$ cat src/rtl/bnkarb_pkg.sv
package bnkarb_pkg;
    localparam int NUM_PORTS = 2;

    typedef enum logic {
        WIN_P0 = 1'b0,
        WIN_P1 = 1'b1
    } win_e;
endpackage

$ cat src/rtl/bnkarb_map.sv
// Address to (bank, word-in-bank) translation, plain or XOR-hashed.
module bnkarb_map #(
    parameter int ADDR_W     = 12,
    parameter int LINE_BYTES = 64,
    parameter int NUM_BANKS  = 4,
    parameter int DATA_W     = 32,
    parameter int SEL_W      = $clog2(NUM_BANKS),
    parameter int OFF_W      = $clog2(LINE_BYTES),
    parameter int WB_W       = $clog2(DATA_W / 8),
    parameter int BANK_AW    = ADDR_W - SEL_W - WB_W
) (
    input  logic [ADDR_W-1:0]  addr_i,
    input  logic               hash_i,
    output logic [SEL_W-1:0]   bank_o,
    output logic [BANK_AW-1:0] idx_o
);
    logic [SEL_W-1:0] raw_sel;
    logic [SEL_W-1:0] tag_low;
    logic             unused_byte_bits;

    assign unused_byte_bits = ^addr_i[WB_W-1:0];

    always_comb begin
        raw_sel = addr_i[OFF_W +: SEL_W];
        tag_low = addr_i[OFF_W+SEL_W +: SEL_W];
        bank_o  = hash_i ? (raw_sel ^ tag_low) : raw_sel;
        // Bank-select field dropped; line bits above it and the word offset kept.
        idx_o   = {addr_i[ADDR_W-1:OFF_W+SEL_W], addr_i[OFF_W-1:WB_W]};
    end
endmodule

$ cat src/rtl/bnkarb_hold.sv
// Per-port one-entry holding slot for a request that lost bank arbitration.
module bnkarb_hold #(
    parameter int ADDR_W = 12,
    parameter int DATA_W = 32,
    parameter int TAG_W  = 4
) (
    input  logic              clk,
    input  logic              rst_n,
    input  logic              req_valid_i,
    input  logic [ADDR_W-1:0] req_addr_i,
    input  logic              req_we_i,
    input  logic [DATA_W-1:0] req_wdata_i,
    input  logic [TAG_W-1:0]  req_tag_i,
    input  logic              lose_i,
    output logic              ready_o,
    output logic              eff_valid_o,
    output logic [ADDR_W-1:0] eff_addr_o,
    output logic              eff_we_o,
    output logic [DATA_W-1:0] eff_wdata_o,
    output logic [TAG_W-1:0]  eff_tag_o
);
    typedef struct packed {
        logic              valid;
        logic [ADDR_W-1:0] addr;
        logic              we;
        logic [DATA_W-1:0] wdata;
        logic [TAG_W-1:0]  tag;
    } slot_t;

    slot_t slot_q, slot_d, eff;

    always_comb begin
        if (slot_q.valid) begin
            eff = slot_q;
        end else begin
            eff.valid = req_valid_i;
            eff.addr  = req_addr_i;
            eff.we    = req_we_i;
            eff.wdata = req_wdata_i;
            eff.tag   = req_tag_i;
        end
        slot_d       = slot_q;
        slot_d.valid = 1'b0;
        if (lose_i) begin
            slot_d       = eff;
            slot_d.valid = 1'b1;
        end
    end

    always_ff @(posedge clk) begin
        if (!rst_n) slot_q <= '0;
        else        slot_q <= slot_d;
    end

    assign ready_o     = !slot_q.valid;
    assign eff_valid_o = eff.valid;
    assign eff_addr_o  = eff.addr;
    assign eff_we_o    = eff.we;
    assign eff_wdata_o = eff.wdata;
    assign eff_tag_o   = eff.tag;

    // a request already waiting in the slot is never made to wait again.
    a_r6_held_never_loses: assert property (@(posedge clk) disable iff (!rst_n)
        slot_q.valid |-> !lose_i);

    // a request that lost is presented again next cycle and goes out.
    a_r5_loser_issues_next: assert property (@(posedge clk) disable iff (!rst_n)
        lose_i |=> (eff_valid_o && !lose_i));
endmodule

$ cat src/rtl/bnkarb_issue.sv
// Conflict detection, winner choice and per-bank control drive.
module bnkarb_issue
    import bnkarb_pkg::*;
#(
    parameter int NUM_BANKS = 4,
    parameter int SEL_W     = 2,
    parameter int BANK_AW   = 8,
    parameter int DATA_W    = 32
) (
    input  logic                                 clk,
    input  logic                                 rst_n,
    input  logic [NUM_PORTS-1:0]                 valid_i,
    input  logic [NUM_PORTS-1:0][SEL_W-1:0]      bank_i,
    input  logic [NUM_PORTS-1:0][BANK_AW-1:0]    idx_i,
    input  logic [NUM_PORTS-1:0]                 we_i,
    input  logic [NUM_PORTS-1:0][DATA_W-1:0]     wdata_i,
    input  logic                                 p1_held_i,
    output logic [NUM_PORTS-1:0]                 grant_o,
    output logic [NUM_PORTS-1:0]                 lose_o,
    output logic [NUM_BANKS-1:0]                 bank_en_o,
    output logic [NUM_BANKS-1:0]                 bank_we_o,
    output logic [NUM_BANKS*BANK_AW-1:0]         bank_addr_o,
    output logic [NUM_BANKS*DATA_W-1:0]          bank_wdata_o
);
    logic conflict;
    win_e win;

    always_comb begin
        conflict   = valid_i[0] && valid_i[1] && (bank_i[0] == bank_i[1]);
        win        = p1_held_i ? WIN_P1 : WIN_P0;
        grant_o[0] = valid_i[0] && !(conflict && (win == WIN_P1));
        grant_o[1] = valid_i[1] && !(conflict && (win == WIN_P0));
        lose_o     = valid_i & ~grant_o;
    end

    for (genvar k = 0; k < NUM_BANKS; k++) begin : g_bank
        logic hit0, hit1;
        assign hit0 = grant_o[0] && (bank_i[0] == SEL_W'(k));
        assign hit1 = grant_o[1] && (bank_i[1] == SEL_W'(k));
        assign bank_en_o[k] = hit0 || hit1;
        assign bank_we_o[k] = hit0 ? we_i[0] : (hit1 && we_i[1]);
        assign bank_addr_o[k*BANK_AW +: BANK_AW] =
            hit0 ? idx_i[0] : (hit1 ? idx_i[1] : '0);
        assign bank_wdata_o[k*DATA_W +: DATA_W] =
            hit0 ? wdata_i[0] : (hit1 ? wdata_i[1] : '0);

        // a single-ported bank never sees two accesses in one cycle.
        a_r5_one_access_per_bank: assert property (@(posedge clk) disable iff (!rst_n)
            !(hit0 && hit1));
    end
endmodule

$ cat src/rtl/bnkarb_cpl.sv
// Tracks reads in flight for one cycle and returns tag plus bank data.
module bnkarb_cpl
    import bnkarb_pkg::*;
#(
    parameter int NUM_BANKS = 4,
    parameter int SEL_W     = 2,
    parameter int DATA_W    = 32,
    parameter int TAG_W     = 4
) (
    input  logic                              clk,
    input  logic                              rst_n,
    input  logic [NUM_PORTS-1:0]              issue_rd_i,
    input  logic [NUM_PORTS-1:0][SEL_W-1:0]   bank_i,
    input  logic [NUM_PORTS-1:0][TAG_W-1:0]   tag_i,
    input  logic [NUM_BANKS*DATA_W-1:0]       bank_rdata_i,
    output logic [NUM_PORTS-1:0]              cpl_valid_o,
    output logic [NUM_PORTS-1:0][TAG_W-1:0]   cpl_tag_o,
    output logic [NUM_PORTS-1:0][DATA_W-1:0]  cpl_data_o
);
    typedef struct packed {
        logic             valid;
        logic [SEL_W-1:0] bank;
        logic [TAG_W-1:0] tag;
    } flight_t;

    flight_t [NUM_PORTS-1:0] fl_q, fl_d;

    always_comb begin
        for (int p = 0; p < NUM_PORTS; p++) begin
            fl_d[p].valid  = issue_rd_i[p];
            fl_d[p].bank   = bank_i[p];
            fl_d[p].tag    = tag_i[p];
            cpl_valid_o[p] = fl_q[p].valid;
            cpl_tag_o[p]   = fl_q[p].tag;
            cpl_data_o[p]  = bank_rdata_i[fl_q[p].bank*DATA_W +: DATA_W];
        end
    end

    always_ff @(posedge clk) begin
        if (!rst_n) fl_q <= '0;
        else        fl_q <= fl_d;
    end
endmodule

$ cat src/rtl/bnkarb_top.sv
module bnkarb_top
    import bnkarb_pkg::*;
#(
    parameter int NUM_BANKS  = 4,
    parameter int ADDR_W     = 12,
    parameter int DATA_W     = 32,
    parameter int LINE_BYTES = 64,
    parameter int TAG_W      = 4,
    localparam int SEL_W     = $clog2(NUM_BANKS),
    localparam int WB_W      = $clog2(DATA_W / 8),
    localparam int BANK_AW   = ADDR_W - SEL_W - WB_W
) (
    input  logic                          clk,
    input  logic                          rst_n,
    input  logic                          hash_mode,
    input  logic                          p0_req_valid,
    input  logic [ADDR_W-1:0]             p0_req_addr,
    input  logic                          p0_req_we,
    input  logic [DATA_W-1:0]             p0_req_wdata,
    input  logic [TAG_W-1:0]              p0_req_tag,
    output logic                          p0_ready,
    output logic                          p0_accept,
    output logic                          p0_cpl_valid,
    output logic [TAG_W-1:0]              p0_cpl_tag,
    output logic [DATA_W-1:0]             p0_cpl_data,
    input  logic                          p1_req_valid,
    input  logic [ADDR_W-1:0]             p1_req_addr,
    input  logic                          p1_req_we,
    input  logic [DATA_W-1:0]             p1_req_wdata,
    input  logic [TAG_W-1:0]              p1_req_tag,
    output logic                          p1_ready,
    output logic                          p1_accept,
    output logic                          p1_cpl_valid,
    output logic [TAG_W-1:0]              p1_cpl_tag,
    output logic [DATA_W-1:0]             p1_cpl_data,
    output logic [NUM_BANKS-1:0]          bank_en,
    output logic [NUM_BANKS-1:0]          bank_we,
    output logic [NUM_BANKS*BANK_AW-1:0]  bank_addr,
    output logic [NUM_BANKS*DATA_W-1:0]   bank_wdata,
    input  logic [NUM_BANKS*DATA_W-1:0]   bank_rdata
);
    logic [NUM_PORTS-1:0]               req_valid_a, req_we_a;
    logic [NUM_PORTS-1:0][ADDR_W-1:0]   req_addr_a;
    logic [NUM_PORTS-1:0][DATA_W-1:0]   req_wdata_a;
    logic [NUM_PORTS-1:0][TAG_W-1:0]    req_tag_a;

    logic [NUM_PORTS-1:0]               ready_a, lose_a, grant_a;
    logic [NUM_PORTS-1:0]               eff_valid, eff_we;
    logic [NUM_PORTS-1:0][ADDR_W-1:0]   eff_addr;
    logic [NUM_PORTS-1:0][DATA_W-1:0]   eff_wdata;
    logic [NUM_PORTS-1:0][TAG_W-1:0]    eff_tag;
    logic [NUM_PORTS-1:0][SEL_W-1:0]    eff_bank;
    logic [NUM_PORTS-1:0][BANK_AW-1:0]  eff_idx;

    logic [NUM_PORTS-1:0]               cpl_valid_a;
    logic [NUM_PORTS-1:0][TAG_W-1:0]    cpl_tag_a;
    logic [NUM_PORTS-1:0][DATA_W-1:0]   cpl_data_a;

    assign req_valid_a    = {p1_req_valid, p0_req_valid};
    assign req_we_a       = {p1_req_we, p0_req_we};
    assign req_addr_a[0]  = p0_req_addr;
    assign req_addr_a[1]  = p1_req_addr;
    assign req_wdata_a[0] = p0_req_wdata;
    assign req_wdata_a[1] = p1_req_wdata;
    assign req_tag_a[0]   = p0_req_tag;
    assign req_tag_a[1]   = p1_req_tag;

    for (genvar p = 0; p < NUM_PORTS; p++) begin : g_port
        bnkarb_hold #(
            .ADDR_W (ADDR_W),
            .DATA_W (DATA_W),
            .TAG_W  (TAG_W)
        ) u_hold (
            .clk         (clk),
            .rst_n       (rst_n),
            .req_valid_i (req_valid_a[p]),
            .req_addr_i  (req_addr_a[p]),
            .req_we_i    (req_we_a[p]),
            .req_wdata_i (req_wdata_a[p]),
            .req_tag_i   (req_tag_a[p]),
            .lose_i      (lose_a[p]),
            .ready_o     (ready_a[p]),
            .eff_valid_o (eff_valid[p]),
            .eff_addr_o  (eff_addr[p]),
            .eff_we_o    (eff_we[p]),
            .eff_wdata_o (eff_wdata[p]),
            .eff_tag_o   (eff_tag[p])
        );

        bnkarb_map #(
            .ADDR_W     (ADDR_W),
            .LINE_BYTES (LINE_BYTES),
            .NUM_BANKS  (NUM_BANKS),
            .DATA_W     (DATA_W)
        ) u_map (
            .addr_i (eff_addr[p]),
            .hash_i (hash_mode),
            .bank_o (eff_bank[p]),
            .idx_o  (eff_idx[p])
        );
    end

    bnkarb_issue #(
        .NUM_BANKS (NUM_BANKS),
        .SEL_W     (SEL_W),
        .BANK_AW   (BANK_AW),
        .DATA_W    (DATA_W)
    ) u_issue (
        .clk          (clk),
        .rst_n        (rst_n),
        .valid_i      (eff_valid),
        .bank_i       (eff_bank),
        .idx_i        (eff_idx),
        .we_i         (eff_we),
        .wdata_i      (eff_wdata),
        .p1_held_i    (!ready_a[1]),
        .grant_o      (grant_a),
        .lose_o       (lose_a),
        .bank_en_o    (bank_en),
        .bank_we_o    (bank_we),
        .bank_addr_o  (bank_addr),
        .bank_wdata_o (bank_wdata)
    );

    bnkarb_cpl #(
        .NUM_BANKS (NUM_BANKS),
        .SEL_W     (SEL_W),
        .DATA_W    (DATA_W),
        .TAG_W     (TAG_W)
    ) u_cpl (
        .clk          (clk),
        .rst_n        (rst_n),
        .issue_rd_i   (grant_a & ~eff_we),
        .bank_i       (eff_bank),
        .tag_i        (eff_tag),
        .bank_rdata_i (bank_rdata),
        .cpl_valid_o  (cpl_valid_a),
        .cpl_tag_o    (cpl_tag_a),
        .cpl_data_o   (cpl_data_a)
    );

    assign p0_ready     = ready_a[0];
    assign p1_ready     = ready_a[1];
    assign p0_accept    = grant_a[0];
    assign p1_accept    = grant_a[1];
    assign p0_cpl_valid = cpl_valid_a[0];
    assign p1_cpl_valid = cpl_valid_a[1];
    assign p0_cpl_tag   = cpl_tag_a[0];
    assign p1_cpl_tag   = cpl_tag_a[1];
    assign p0_cpl_data  = cpl_data_a[0];
    assign p1_cpl_data  = cpl_data_a[1];

    // a stalled port 1 request goes out in the very next cycle.
    a_r6_stalled_p1_issues: assert property (@(posedge clk) disable iff (!rst_n)
        !p1_ready |-> p1_accept);

    // at most one port is ever waiting.
    a_r5_single_stall: assert property (@(posedge clk) disable iff (!rst_n)
        !(!p0_ready && !p1_ready));

    // an accepted read completes on its port in the next cycle.
    a_r8_p0_read_completes: assert property (@(posedge clk) disable iff (!rst_n)
        (p0_accept && !eff_we[0]) |=> p0_cpl_valid);
    a_r8_p1_read_completes: assert property (@(posedge clk) disable iff (!rst_n)
        (p1_accept && !eff_we[1]) |=> p1_cpl_valid);

    // an accepted write produces no completion.
    a_r10_p0_write_silent: assert property (@(posedge clk) disable iff (!rst_n)
        (p0_accept && eff_we[0]) |=> !p0_cpl_valid);
endmodule

$ cat config.mk
export PLATFORM = sky130hd
export DESIGN_NAME = bnkarb_top
export DESIGN_NICKNAME = d
export VERILOG_FILES = /design/src/rtl/bnkarb_pkg.sv /design/src/rtl/bnkarb_map.sv /design/src/rtl/bnkarb_hold.sv /design/src/rtl/bnkarb_issue.sv /design/src/rtl/bnkarb_cpl.sv /design/src/rtl/bnkarb_top.sv
export SDC_FILE = /design/constraint.sdc
export NUM_CORES = 1
export LEC_CHECK = 0
export ABC_AREA = 1
export ABC_CLOCK_PERIOD_IN_PS = 2150
export BUFFER_PORTS_ARGS = -buffer_cell sky130_fd_sc_hd__clkbuf_2
export CORE_AREA = 2 2 186 188
export CTS_CLUSTER_SIZE = 8
export DETAILED_ROUTE_END_ITERATION = 6
export DIE_AREA = 0 0 188 190
export PLACE_DENSITY = 0.6
export SYNTH_ARGS = -nofsm -noshare
export SYNTH_HDL_FRONTEND = slang
export SYNTH_SLANG_ARGS = --single-unit
$ cat constraint.sdc
create_clock -name clk -period 2.15 [get_ports clk]
set_clock_uncertainty 0.1 [all_clocks]
set_input_delay 0.43 -clock clk [delete_from_list [all_inputs] [get_ports clk]]
set_output_delay 0.43 -clock clk [all_outputs]
set_load 0.02 [all_outputs]
== Word-level counts from Yosys, hierarchy flattened ==
Index checks and enable logic that the tools add are counted.
Cells by class
  reductions and logical operators: 30
  multiplexer cells: 27
  shift operators: 2
  bitwise gates (word level): 9
  eq/ne operators: 7
Operators with widths (count)
  two-way mux 32 bit: 8
  indexed part select 128 x 8 -> 32 bit: 2
  two-way mux 50 bit: 4
  two-way mux 8 bit: 8
  logical AND 1 bit: 18
  equality test 2 bit, second input constant: 4
  two-way mux 1 bit: 5
  AND 2 bit: 2
  equality test 2 x 1 -> 1 bit, second input constant: 2
  logical NOT 1 bit: 4
  logical NOT 2 bit: 2
  logical OR 1 bit: 4
  two-way mux 2 bit: 2
  NOT 2 bit: 2
  AND reduction 2 bit: 2
  XOR 2 bit: 2
  NOT 1 bit: 3
  equality test 2 bit: 1
Storage, ports and cells
  register bits after elaboration: 114
  logic and storage cells: 93
  bits of input ports: 231

== Logic depth before layout (Yosys ltp) ==
Gate-level depths: netlist of run 1.
  depth in word-level cells: 11
  mapped depth: 16
  mapped depth without buffers: 14

== Cells and area by module ==
From an unflattened synthesis of run 1, not the netlist that was laid out.
Second synthesis, totals
  cells, all modules: 2306
  area, all modules: 12451.9 µm²
By module, submodules not included
  bnkarb_hold: cells each 474, area an instance 2907.8 µm², instances 2
  bnkarb_issue: cells each 640, area an instance 3286.9 µm², instances 1
  bnkarb_cpl: cells each 673, area an instance 3110.5 µm², instances 1
  bnkarb_map: cells each 20, area an instance 107.6 µm², instances 2
  bnkarb_top: cells each 5, area an instance 23.8 µm², instances 1

== Worst setup path after synthesis of run 1 ==
No wires, ideal clock.
  kind: reg-to-output
  start: register g_port[0].u_hold.slot_q[49] (netlist bit)
  end: output port bank_en[0]
  arrival: 2084 ps
  buffers on the path: 2
  path slack: -464 ps
  cell stages (with the launch flop): 16
  cells stage by stage: dfxtp_1 buf_2 inv_2 nand2_1 nand2_2 nand2_1 nand2_1 nand2_1 inv_2 nand2_1 nand2_1 nor2_4 nand3_2 buf_2 nand2_1 o21ai_0
Between the ends
  word-level cells in the longest chain between the ends: 10
  elaborated cells on any way between the ends: 16
  classes of those cells: 1 x eq/ne; 2 x mux; 1 x bitwise; 12 x reduce/logical
Ends and longest elaborated chain
  from (decl): line bnkarb_hold.sv:30  | slot_t slot_q, slot_d, eff;
  from (signal assigned): line bnkarb_hold.sv:52  | else slot_q <= slot_d;
  two-way mux 50 bit (*): line bnkarb_hold.sv:33  | if (slot_q.valid) begin
  XOR 2 bit: line bnkarb_map.sv:26  | bank_o = hash_i ? (raw_sel ^ tag_low) : raw_sel;
  two-way mux 2 bit: line bnkarb_map.sv:26
  equality test 2 bit: line bnkarb_issue.sv:29  | conflict = valid_i[0] && valid_i[1] && (bank_i[0] == bank_i[1]);
  logical AND 1 bit: line bnkarb_issue.sv:29
  logical AND 1 bit (on tied branches): line bnkarb_issue.sv:31, bnkarb_issue.sv:32
  logical NOT 1 bit (on tied branches): line bnkarb_issue.sv:31, bnkarb_issue.sv:32
  logical AND 1 bit (on tied branches): line bnkarb_issue.sv:31, bnkarb_issue.sv:32
  logical AND 1 bit (on tied branches): line bnkarb_issue.sv:38, bnkarb_issue.sv:39
  logical OR 1 bit (*): line bnkarb_issue.sv:40  | assign bank_en_o[k] = hit0 || hit1;
  to (decl): line bnkarb_top.sv:36  | output logic [NUM_BANKS-1:0] bank_en,
Mark *: on every way between the ends. The rest lies on a longest branch, timed or not.

== Worst setup path after layout of run 1 ==
  start: register g_port[1].u_hold.slot_q[49] (netlist bit)
  end: output port bank_wdata[1]
Between the ends
  word-level cells in the longest chain between the ends: 11
  elaborated cells on any way between the ends: 19
  classes of those cells: 1 x eq/ne; 5 x mux; 2 x bitwise; 11 x reduce/logical
Ends and longest elaborated chain
  from (decl): line bnkarb_hold.sv:30
  from (signal assigned): line bnkarb_hold.sv:52
  two-way mux 50 bit: line bnkarb_hold.sv:33
  XOR 2 bit: line bnkarb_map.sv:26
  two-way mux 2 bit: line bnkarb_map.sv:26
  equality test 2 bit: line bnkarb_issue.sv:29
  logical AND 1 bit: line bnkarb_issue.sv:29
  logical AND 1 bit: line bnkarb_issue.sv:32  | grant_o[1] = valid_i[1] && !(conflict && (win == WIN_P0));
  logical NOT 1 bit: line bnkarb_issue.sv:32
  logical AND 1 bit: line bnkarb_issue.sv:32
  logical AND 1 bit: line bnkarb_issue.sv:39  | assign hit1 = grant_o[1] && (bank_i[1] == SEL_W'(k));
  two-way mux 32 bit: line bnkarb_issue.sv:45  | hit0 ? wdata_i[0] : (hit1 ? wdata_i[1] : '0);
  two-way mux 32 bit (*): line bnkarb_issue.sv:45
  to (decl): line bnkarb_top.sv:39  | output logic [NUM_BANKS*DATA_W-1:0] bank_wdata,
Marked as above.

==> impl_metrics.py, run 1 <==
metrics = {
    "placement": {
        "port_buffers": 472,
        "pre_cts_ws_ps": -549,
        "dpl.hpwl_microns": 41600,
        "place_inst": 2621,
        "placed_cell_area_sq_um": 14500,
        "gp_congestion": 0.957,
    },
    "critical_path": {
        "path_buf_inv": 6,
        "crit_arrival_ps": 2490,
        "path_cells": "inv_6, nand2_2, nand2_4, nand2_2, nand2_2, nand2_4, inv_2, nand2_2, nand2_2, nor2_4, nand3_4, buf_6, buf_12, clkbuf_16, nand4_1, nand2_2, buf_6",
        "worstSetupPathType": "reg2out",
        "required_ps": 1620,
        "cp_top_family": "simple AND/OR/NAND/NOR gates",
        "worstSetupStartpointType": "flip-flop",
        "slowest_delay_ps": 400,
        "endpoint_kind": "output pin",
        "path_max_fanout": 8,
        "cpMostUsedCell": "nand2_2",
        "slowest_stage": "dfxtp_4",
    },
    "finish": {
        "fill_cells": 3304,
        "layout-drive-gt1-share_pct": 43.4,
        "nets": 2464,
        "fin_cells": 2694,
        "layout.core_utilization_pct": 50.6,
        "area.sequential_sq_um": 2210,
        "multi_input_area_sq_um": 7710,
        "syn2layout_area_growth_pct": 68.1,
        "final_area_sq_um": 17200,
    },
    "global_routing": {
        "grt_overflow_total": 0,
        "grt_pass1_wl_microns": 86300,
        "grt_pass1_vias": 14400,
        "grt_max_degree": 127,
        "antenna_found_initial": 2,
        "track_usage_pct": 30.9,
    },
    "clocking": {
        "clk_pin_slew_worst_paths_ps": 90,
        "h-tree-depth": 3,
        "cts_tree": "built",
        "clock_path_buffers": 2,
        "cts_hold_buf": 0,
        "cts_root_buf": "clkbuf_16",
        "cts.sinks": 110,
        "numCtsBuffers": 9,
        "clk_latency_ps": 380,
    },
    "logic_synthesis": {
        "ys_ff_latch": 110,
        "synth_cell_types": 24,
        "yosysTopAreaCell": "nand4_1",
        "yosysWarnings": 0,
        "seq_area_frac_synth_pct": 21.5,
        "syn_area_sq_um": 10200,
        "synth_fp_nets": 1991,
        "synth_top_area_share_pct": 23.6,
        "synth_cells": 1760,
        "synthTopCellsByArea": "nand4_1 (24%), dfxtp_1 (22%), nand2_1 (17%), o21ai_0 (7.0%), nor2_1 (6.0%)",
        "synth.avg_cell_area_sq_um": 5.81,
    },
    "detailed_routing": {
        "ant_nets": 0,
        "drc": 0,
        "first_iter_violations": 1498,
        "viasPerCell": 5.81,
        "num_vias": 15600,
        "wl_per_cell_microns": 22.5,
        "routed_wl_microns": 60700,
        "dr.pass1.iters": 7,
    },
    "timing": {
        "finalCritPeriodShare_pct": 140,
        "max_freq_ghz": 0.332,
        "rsz0062_at_grt": "yes",
        "setup_viol": 243,
        "worst_slew_pin_slew_ps": 764,
        "report.final.hold_viol_count": 0,
        "fin_ws_ps": -866,
        "final_max_slew_viol_count": 0,
        "hold_slack_ps": 151,
        "worst_slew_margin_rel_pct": 49.1,
        "period_needed_ps": 3020,
        "tns_ps": -143990,
    },
    "floorplan": {
        "coreArea_sq_um": 33900,
        "std_cell_rows": 68,
        "start_util_pct": 30.1,
        "dieArea_sq_um": 35700,
        "die_w_microns": 188,
        "dieHeight_microns": 190,
        "io_pins": 477,
    },
    "hold_path": {
        "holdCritPathClass": "in2reg",
    },
    "power_and_ir_drop": {
        "internal_power_mw": 4.61,
        "p_per_area_nw_per_um2": 471,
        "switchingPower_mw": 3.49,
        "comb_power_share_pct": 50.7,
        "pwr-share-clk_pct": 23.1,
        "vdd_drop_max_mv": 0.346,
        "p_total_mw": 8.10,
        "seqPwrFrac_pct": 26.2,
        "power_leakage_nw": 8.06,
        "swShare_pct": 43.1,
    },
    "run_status": {
        "failed_checks": "negative setup slack",
        "status": "finished with violations",
    },
    "job": {
        "drv_cap": 0,
    },
}
[placed cells by master, fill, tap and decap left out, types with 55 or more instances in the layout]
cell,count
o22ai_1,64
dfxtp_1,106
o21ai_0,141
buf_12,55
buf_8,62
nand2_2,209
nor2_1,159
inv_1,64
nand4_1,385
buf_4,99
buf_6,98
clkbuf_2,327
nand2_1,223
[state kept, by name, indices dropped and copies added, names as in the netlist]
name	flops
u_cpl.cpl_tag_o	8
u_cpl.fl_q	4
u_cpl.cpl_valid_o	2
g_port.u_hold.slot_q	96
[repair_timing]
action	4_1_cts	5_1_grt
setup endpoints to repair	279	317
gates resized for setup	162	401
setup buffers	21	16
cloned	6	15
pin swaps	40	77
[cells in the mapped netlist]
master    count
o21ai_0     142
inv_2         5
dfxtp_1     110
mux2i_1      38
nor2_2        2
nand4_1     385
nand2_1     452
nor2_1      164
clkinv_1      3
nor2_4        1
buf_4        13
o22ai_1      64
nand3_2       2
clkbuf_1    126
buf_1        19
or2_2         2
nand3_1      41
a21oi_2       1
o21ai_1       2
nor3_1        2
a21oi_1      56
buf_2        55
inv_1        71
nand2_2       4
[power by group through the flow]
stage | Sequential, mW | Clock (mW) | Combinational [mW]
after floorplan | 2.16 | 0 | 1.94
after global placement | 2.17 | 0 | 3.47
after detailed placement | 2.17 | 0 | 3.49
after CTS | 2.12 | 1.91 | 3.69
after global routing | 2.13 | 1.96 | 4.32
final | 2.12 | 1.87 | 4.11
[worst min-delay path, stage by stage]
cell	delay, ps
clkbuf_2	100
nand2_2	50
nand2_1	40
[cell families (layout without fill, tap and decap cells)]
kind of cell           after synthesis  in the layout  synth area share [%]
AOI/OAI and AO/OA                  265            265                  13.8
buffers and inverters              292            770                  11.9
DFF                                110            110                  21.5
muxes                               38             38                  3.72
other                                0              1                     0
and+or+nand+nor                   1055           1055                  49.1
[worst paths after layout]
kind                                     from                           to  slack (ps)  cells after the start
hold / removal                p1_req_wdata[5]   g_port[1].u_hold.slot_q[9]         150                      3
hold reg to reg    g_port[1].u_hold.slot_q[1]           u_cpl.cpl_tag_o[5]         350                      2
setup / recovery  g_port[1].u_hold.slot_q[49]                bank_wdata[1]        -870                     17
setup reg to reg  g_port[1].u_hold.slot_q[49]  g_port[1].u_hold.slot_q[25]        -290                     19
[per-layer routing]
| metal | track usage (%) | up-vias | share of wire [%] |
|---|---|---|---|
| met5 | 0 | - | 0.026 |
| met4 | 17.8 | 2 | 6.6 |
| met3 | 6.90 | 214 | 9.8 |
| met2 | 53.3 | 977 | 48 |
| met1 | 35.3 | 7285 | 35 |
| li1 | - | 7171 | - |
[final cells by class]
type / instances / share of cell area, %
clock inverter: 7 / 0.509
tap: 455 / 3.31
sequential: 110 / 12.9
inverter: 79 / 1.83
multi-input combinational: 1358 / 44.9
timing repair buffer: 675 / 35.3
clock buffer: 9 / 1.31
antenna: 1 / 0.0146
No activity file was read; power rests on OpenSTA's default activity.
==> run 2: changes to the inputs <==
==> constraint.sdc (replaced) <==
create_clock -name clk -period 2.15 [get_ports clk]
set_clock_uncertainty 0.1 [all_clocks]
set_input_delay 0.215 -clock clk [delete_from_list [all_inputs] [get_ports clk]]
set_output_delay 0.215 -clock clk [all_outputs]
set_load 0.02 [all_outputs]
==> impl_metrics.py, run 2 (synthesized netlist as in run 1, its figures left out) <==
metrics = {
    "run_status": {
        "status": "finished with violations",
        "failed_checks": "negative setup slack",
    },
    "critical_path": {
        "slowest_delay_ps": 390,
        "worstSetupStartpointType": "flip-flop",
        "cpMostUsedCell": "nand2_4",
        "path_max_fanout": 7,
        "path_buf_inv": 4,
        "path_cells": "buf_4, nand2_4, nand2_4, nand2_1, nand2_2, nand2_4, a21oi_4, nand3_4, buf_12, bufbuf_16, nand4_1, nand2_2, buf_6",
        "cp_top_family": "buffers and inverters",
        "required_ps": 1840,
        "r2r_slack_ps": -260,
        "crit_arrival_ps": 2520,
        "slowest_stage": "dfxtp_4",
        "endpoint_kind": "output pin",
        "worstSetupPathType": "reg2out",
    },
    "global_routing": {
        "grt_pass1_wl_microns": 85400,
        "track_usage_pct": 30.4,
        "grt_max_degree": 89,
        "grt_pass1_vias": 14400,
        "grt_overflow_total": 0,
        "antenna_found_initial": 2,
    },
    "power_and_ir_drop": {
        "power_leakage_nw": 7.67,
        "p_total_mw": 7.64,
        "internal_power_mw": 4.32,
        "pwr-share-clk_pct": 22.8,
        "vdd_drop_max_mv": 0.397,
        "p_per_area_nw_per_um2": 477,
        "swShare_pct": 43.5,
        "switchingPower_mw": 3.32,
        "comb_power_share_pct": 49.4,
        "seqPwrFrac_pct": 27.8,
    },
    "clocking": {
        "numCtsBuffers": 9,
        "cts_tree": "built",
        "clk_pin_slew_worst_paths_ps": 80,
        "clk_latency_ps": 370,
        "clock_path_buffers": 2,
        "h-tree-depth": 3,
        "cts.sinks": 110,
        "cts_root_buf": "clkbuf_16",
    },
    "job": {
        "drv_cap": 0,
    },
    "timing": {
        "period_needed_ps": 2830,
        "finalCritPeriodShare_pct": 132,
        "worst_slew_pin_slew_ps": 647,
        "max_freq_ghz": 0.353,
        "worst_slew_margin_rel_pct": 56.8,
        "setup_viol": 283,
        "rsz0062_at_grt": "yes",
        "final_max_slew_viol_count": 0,
        "fin_ws_ps": -683,
        "report.final.hold_viol_count": 0,
    },
    "finish": {
        "mostFrequentLayoutCell": "clkbuf_2",
        "largest_reg_flops": 96,
        "fin_cells": 2696,
        "syn2layout_area_growth_pct": 56.7,
        "final_cell_mix": "clkbuf_2 (405), nand4_1 (385), nand2_1 (273)",
        "regMostFlops": "g_port.u_hold.slot_q",
        "nets": 2466,
        "layout-drive-gt1-share_pct": 39.3,
    },
    "floorplan": {
        "dieArea_sq_um": 35700,
        "start_util_pct": 30.1,
        "dieHeight_microns": 190,
        "coreArea_sq_um": 33900,
        "io_pins": 477,
        "std_cell_rows": 68,
        "die_w_microns": 188,
    },
    "placement": {
        "gp_congestion": 0.960,
        "place_inst": 2614,
        "port_buffers": 472,
        "dpl.hpwl_microns": 40800,
    },
    "detailed_routing": {
        "viasPerCell": 5.73,
        "routed_wl_microns": 57200,
        "wl_per_cell_microns": 21.2,
        "num_vias": 15400,
        "drc": 0,
        "first_iter_violations": 1361,
        "dr.pass1.iters": 6,
        "ant_nets": 0,
    },
    "hold_path": {
        "holdCritPathClass": "in2reg",
    },
}
run 2: cell count changes in the layout (fill, tap and decap cells not counted), moves of 9 or more:
| cell | change |
|---|---|
| buf_12 | -9 |
| clkbuf_16 | -9 |
| buf_8 | -55 |
| clkbuf_2 | +78 |
| nand2_4 | -12 |
| buf_4 | +19 |
| nand2_2 | -38 |
| dlygate4sd3_1 | +30 |
| buf_6 | -67 |
| clkbuf_8 | +15 |
| nand2_1 | +50 |
run 2: worst paths after layout:
check / from / end / depth (start not counted)
worst max-delay path: g_port[1].u_hold.slot_q[49] / bank_wdata[18] / 13
worst min-delay path: p0_req_tag[2] / u_cpl.cpl_tag_o[2] / 3
worst max register to register: g_port[1].u_hold.slot_q[49] / g_port[1].u_hold.slot_q[45] / 14
worst min register to register: g_port[0].u_hold.slot_q[39] / g_port[0].u_hold.slot_q[39] / 2
run 2: layout make-up:
| class | count | area (sq um) |
|---|---|---|
| well taps | 455 | 569 |
| clock buffers | 10 | 250 |
| repair buffers | 677 | 5170 |
| multi-input cells | 1358 | 7460 |
| flip-flops and latches | 110 | 2210 |
| diodes | 2 | 5.00 |
| fillers | 3488 | 17900 |
| inverters | 79 | 313 |
| clock inverters | 5 | 41.3 |
run 2: repair_timing:
action                                 CTS  global route
cloned                                   7             1
hold buffers                            30             0
setup endpoints to repair              313           318
pin swaps                               18            23
setup buffers                           22             5
resized for setup                       88           126
endpoints found under the hold margin   31             0
run 2: stage by stage:
step                setup slack [ps]  hold slack [ps]  utilization [%]  TNS, ps  cell area (sq um)
floorplan                      -4.74              218                -     -254              10700
global placement                -278              322             42.3   -39750              14400
detailed placement              -307              327             42.3   -47150              14400
CTS                             -630             23.8             46.3  -101980              15700
global route                    -773             69.3             47.2  -149200              16000
finish                          -683             34.3             47.2  -117510              16000
run 2: power by group through the flow:
stage	Sequential, mW	Combinational [mW]	Clock (mW)
finish	2.12	3.77	1.75
global route	2.13	3.99	1.84
CTS	2.12	3.64	1.77
detailed placement	2.17	3.44	0
global placement	2.17	3.42	0
floorplan	2.16	1.92	0
run 2: layer usage:
metal / global-route usage, % / up-vias / part of all wire, %
met1: 36.4 / 7178 / 39
met5: 0 / - / 0.030
met2: 51.4 / 922 / 47
met3: 6.01 / 168 / 8.9
met4: 15.7 / 2 / 5.4
li1: - / 7167 / -
run 2: worst reg2reg max path: stages, from the launching register on:
cell and delay, ps:
dfxtp_4 390, buf_4 150, nand2_4 60, nand2_4 90, nand2_1 70, nand2_2 100, nand2_4 80, a21oi_4 260
nand3_4 150, bufbuf_16 320, buf_4 140, nor2_4 140, buf_12 170, nand2_1 60, nand2_1 60
